**config.mk**
```make
export PLATFORM = sky130hd
export DESIGN_NAME = pci_parity_unit
export DESIGN_NICKNAME = d
export VERILOG_FILES = /design/src/rtl/pci_par_pkg.sv /design/src/rtl/pci_par_tree.sv /design/src/rtl/pci_par_decode.sv /design/src/rtl/pci_parity_unit.sv
export SDC_FILE = /design/constraint.sdc
export NUM_CORES = 1
export LEC_CHECK = 0
export BUFFER_PORTS_ARGS = -buffer_cell sky130_fd_sc_hd__buf_2
export CAP_MARGIN = 10
export CORE_MARGIN = 10
export CORE_UTILIZATION = 33
export DETAILED_ROUTE_END_ITERATION = 16
export PLACE_DENSITY_LB_ADDON = 0.1
export SLEW_MARGIN = 5
export SYNTH_ARGS = -nofsm -noshare
export SYNTH_HDL_FRONTEND = slang
export SYNTH_SLANG_ARGS = --single-unit
```
**constraint.sdc**
```tcl
create_clock -name clk -period 0.8 [get_ports clk]
set_input_delay 0.04 -clock clk [delete_from_list [all_inputs] [get_ports clk]]
set_output_delay 0.04 -clock clk [all_outputs]
set_load 0.01 [all_outputs]
```
**src/rtl/pci_par_pkg.sv**
```systemverilog
package pci_par_pkg;

    // Register set kept by the parity unit between clocks.
    typedef struct packed {
        logic par;      // parity driven onto the bus
        logic oe;       // drive enable for the parity line
        logic chk_a;    // a received address parity is due this clock
        logic chk_d;    // a received data parity is due this clock
        logic ref_par;  // parity of the previous clock's bus contents
        logic err_a;    // address parity mismatch strobe
        logic err_d;    // data parity mismatch strobe
    } par_state_t;

    localparam par_state_t PAR_STATE_RST = '{default: 1'b0};

endpackage

```
**src/rtl/pci_par_tree.sv**
```systemverilog
module pci_par_tree #(
    parameter int W = 36
) (
    input  logic [W-1:0] vec,
    output logic         odd
);
    localparam int LVL = (W > 1) ? $clog2(W) : 1;
    localparam int N   = 1 << LVL;

    // Heap-ordered XOR tree: leaves at [N .. 2N-1], root at [1].
    logic [2*N-1:0] node;

    assign node[0] = 1'b0;

    generate
        for (genvar i = 0; i < N; i++) begin : g_leaf
            if (i < W) begin : g_used
                assign node[N+i] = vec[i];
            end else begin : g_pad
                assign node[N+i] = 1'b0;
            end
        end
        for (genvar j = 1; j < N; j++) begin : g_xor
            assign node[j] = node[2*j] ^ node[2*j+1];
        end
    endgenerate

    assign odd = node[1];

endmodule

```
**src/rtl/pci_par_decode.sv**
```systemverilog
module pci_par_decode (
    input  logic role_tgt,
    input  logic addr_ph,
    input  logic data_ph,
    input  logic dir_rd,
    input  logic irdy,
    input  logic trdy,
    output logic drive,
    output logic chk_addr,
    output logic chk_data
);
    logic xfer;
    logic data_ev;
    logic ours_data;

    always_comb begin
        // A data clock counts once the side that supplies the data is ready.
        xfer      = data_ph & (dir_rd ? trdy : irdy);
        data_ev   = xfer & ~addr_ph;
        // The data source owns parity: the target on reads, the master on writes.
        ours_data = role_tgt ? dir_rd : ~dir_rd;
        drive     = (addr_ph & ~role_tgt) | (data_ev & ours_data);
        chk_addr  = addr_ph & role_tgt;
        chk_data  = data_ev & ~ours_data;
    end

endmodule

```
**src/rtl/pci_parity_unit.sv**
```systemverilog
module pci_parity_unit #(
    parameter int AD_W = 32,
    parameter int BE_W = AD_W / 8
) (
    input  logic            clk,
    input  logic            rst_n,
    input  logic            role_tgt,
    input  logic            addr_ph,
    input  logic            data_ph,
    input  logic            dir_rd,
    input  logic            irdy,
    input  logic            trdy,
    input  logic [AD_W-1:0] ad,
    input  logic [BE_W-1:0] cbe,
    input  logic            par_in,
    output logic            par_out,
    output logic            par_oe,
    output logic            err_addr,
    output logic            err_data
);
    import pci_par_pkg::*;

    localparam int COV_W = AD_W + BE_W;

    logic             bus_odd;
    logic             drive;
    logic             chk_addr;
    logic             chk_data;
    logic             rx_bad;
    par_state_t       s_d;
    par_state_t       s_q;

    pci_par_tree #(.W(COV_W)) u_tree (
        .vec ({cbe, ad}),
        .odd (bus_odd)
    );

    pci_par_decode u_dec (
        .role_tgt (role_tgt),
        .addr_ph  (addr_ph),
        .data_ph  (data_ph),
        .dir_rd   (dir_rd),
        .irdy     (irdy),
        .trdy     (trdy),
        .drive    (drive),
        .chk_addr (chk_addr),
        .chk_data (chk_data)
    );

    always_comb begin
        s_d         = s_q;
        rx_bad      = par_in ^ s_q.ref_par;
        s_d.oe      = drive;
        s_d.par     = drive & bus_odd;
        s_d.chk_a   = chk_addr;
        s_d.chk_d   = chk_data;
        s_d.ref_par = bus_odd;
        s_d.err_a   = s_q.chk_a & rx_bad;
        s_d.err_d   = s_q.chk_d & rx_bad;
    end

    always_ff @(posedge clk or negedge rst_n) begin
        if (!rst_n) begin
            s_q <= PAR_STATE_RST;
        end else begin
            s_q <= s_d;
        end
    end

    assign par_out  = s_q.par;
    assign par_oe   = s_q.oe;
    assign err_addr = s_q.err_a;
    assign err_data = s_q.err_d;

endmodule

```
==> impl_metrics.yaml <==
place:
  place_ws_ns: -0.550
  port_buffers: 48
  place.gp.congestion: 0.625
  dpl.hpwl_um: 1340
layout:
  final_common_cell: "buf_2"
  fin_nets: 157
  mostFrequentLayoutCells: "41 x buf_2, 24 x xnor2_1, 7 x dfrtp_1, 7 x buf_6"
  diodes: 0
  area_growth_pct: 67.9
  drive_above_1_share_pct: 51.4
worst_setup_path:
  crit_path_frequent_cell: "xnor2_1"
  cp.buffers_inverters: 1
  slowest_stage: "xnor3_1"
  critPathCaptureType: "register"
  worst-path-max-fanout: 2
  crit_family: "XOR/XNOR gates"
  rrSetupSlack_ns: 0.05
  worstPathRequired_ns: 0.93
  crit_arrival_ns: 1.21
  path_cells: "buf_6 > xnor2_2 > xnor2_1 > xnor2_1 > xnor3_1 > xnor2_1"
  crit_type: "input pin to register"
  max_stage_delay_ns: 0.46
  worst_setup_path_start_kind: "input pin"
global_route:
  antenna_found_initial: 0
  grt_max_degree: 8
  grt_pass1_vias: 577
  grt_overflow: 0
  grt_pass1_wl_um: 2140
  track_usage_pct: 7.30
pwr:
  intPower_mw: 1.17
  p_sw_share_pct: 28.4
  power_frac_seq_pct: 26.9
  p_comb_share_pct: 54.3
  clkPwrFrac_pct: 18.8
  peakVddDrop_v: 0.000706
  leakage_nw: 0.490
  p_per_area_mw_per_mm2: 1670
  total_power_mw: 1.63
  switchingPower_uw: 465
detailed_routing:
  drtAntennaViolNets: 0
  routed_wl_um: 1500
  num_vias: 559
  drt-initial-drc-count: 14
  first_pass_iters: 3
  routedWlPerCell_um: 11.0
  routed_via_density: 4.11
  drc: 0
clocking:
  post_cts.repair.setup_buffers: 0
  cts_tree: "built"
  clk_latency_ns: 0.24
  cts_htree_levels: 1
  numCtsBuffers: 3
  path_clk_slew_ns: 0.05
  clockBufferDepth: 2
  cts_root_buf: "clkbuf_4"
  cts.sinks: 7
yosys:
  synth_largest_area_cell: "xnor2_1"
  yosysWarningCount: 0
  synthTopCellsByArea: "xnor2_1 42%, dfrtp_1 30%, xnor3_1 7.7%, xor2_1 6.0%, and2_1 3.2%"
  synthCells: 56
  syn_area_per_cell_um2: 10.4
  syn-cell-area_um2: 584
  synth_top_area_share_pct: 42.0
  syn_nets: 101
  synth_cell_types: 13
  yosysSeqAreaShare_pct: 30.0
  ys_seq_elements: 7
die:
  dieArea_mm2: 0.00385
  chipHeight_um: 62.1
  io_pins: 49
  num_rows: 15
  fp.dieW_um: 62.1
  start_util_pct: 34.2
  core_mm2: 0.00171
sta:
  max_freq_mhz: 927
  rsz0062_at_grt: "yes"
  setup_viol: 2
  slew_viol_final: 0
  hold_slack_ns: 0.0351
  maxSlewHeadroom_pct: 82.6
  worstMarginPinSlew_ns: 0.261
  setup_slack_ns: -0.279
  finalCritPeriodShare_pct: 135
  finalCriticalPeriod_ns: 1.08
  skew_ns: 0.00240
  hold_viol: 0
run_status:
  violations: "setup timing"
  outcome: "complete, but fails checks"
worst_hold_path:
  holdCritPathClass: "input pin to register"
job:
  maxCapViolCount: 0
[per-layer routing]
layer	vias up	part of all wire (%)	global-route usage (%)
li1	286	-	-
met1	246	37	6.53
met2	27	56	14.3
met3	0	7.3	2.03
met4	0	0	3.82
met5	-	0	0
[cell type report]
| type | instances | area, µm² |
|---|---|---|
| Timing Repair Buffer | 51 | 309 |
| Clock buffer | 4 | 26.3 |
| Tap cell | 25 | 31.3 |
| Sequential cell | 7 | 175 |
| Multi-Input combinational cell | 49 | 439 |
| Fill cell | 155 | 727 |
[cell usage after synthesis (all sizes together)]
cell / instances
a21oi: 2
and2: 3
dfrtp: 7
mux2i: 1
nand2: 2
nand2b: 2
nand3: 1
nor2: 2
nor2b: 1
o22ai: 1
xnor2: 28
xnor3: 2
xor2: 4
[through the flow]
stage / TNS, ns / instance area [µm²] / utilization [%] / cells
final: -0.552 / 981 / 57.4 / 136
after global routing: -0.642 / 981 / 57.4 / 136
after CTS: -0.548 / 961 / 56.3 / 136
after detailed placement: -1.12 / 878 / 51.4 / 131
after global placement: -1.11 / 878 / 51.4 / 131
after floorplan: -0.746 / 592 / - / 56
[sequential cells by signal, summed over array words and instances, names as in the netlist]
name      count
s_q           3
err_addr      1
err_data      1
par_oe        1
par_out       1
[power by group through the flow]
stage / combinational [mW] / sequential, mW / clock [mW]
2_1_floorplan: 0.617 / 0.460 / 0
3_3_place_gp: 0.839 / 0.444 / 0
3_5_place_dp: 0.853 / 0.447 / 0
4_1_cts: 0.889 / 0.441 / 0.327
5_1_grt: 0.961 / 0.445 / 0.346
6_report: 0.888 / 0.439 / 0.307
[cell families after synthesis]
group / after synthesis / synth area share [%]
flip-flops: 7 / 30.0
XOR/XNOR: 34 / 55.7
multiplexers: 1 / 1.71
AND/OR/NAND/NOR: 11 / 9.85
AO/OA/AOI/OAI: 3 / 2.78
[what timing repair did]
item / 4_1_cts / 5_1_grt
pin swaps: 2 / 7
hold endpoints to repair: 7 / 0
endpoints found under the setup margin: 2 / 8
resized for setup: 7 / 3
hold buffers: 1 / 0
[path summary, 6_finish.rpt]
kind,from,end,cells past startpoint
max in group asynchronous,rst_n,par_out$_DFF_PN0_,2
min in group asynchronous,rst_n,par_oe$_DFF_PN0_,2
worst max-delay path,ad[9],s_q[2]$_DFF_PN0_,6
worst min-delay path,addr_ph,s_q[4]$_DFF_PN0_,2
worst max register to register,s_q[2]$_DFF_PN0_,err_addr$_DFF_PN0_,2
worst min register to register,s_q[3]$_DFF_PN0_,err_data$_DFF_PN0_,1
No activity file was read; power rests on OpenSTA's default activity.
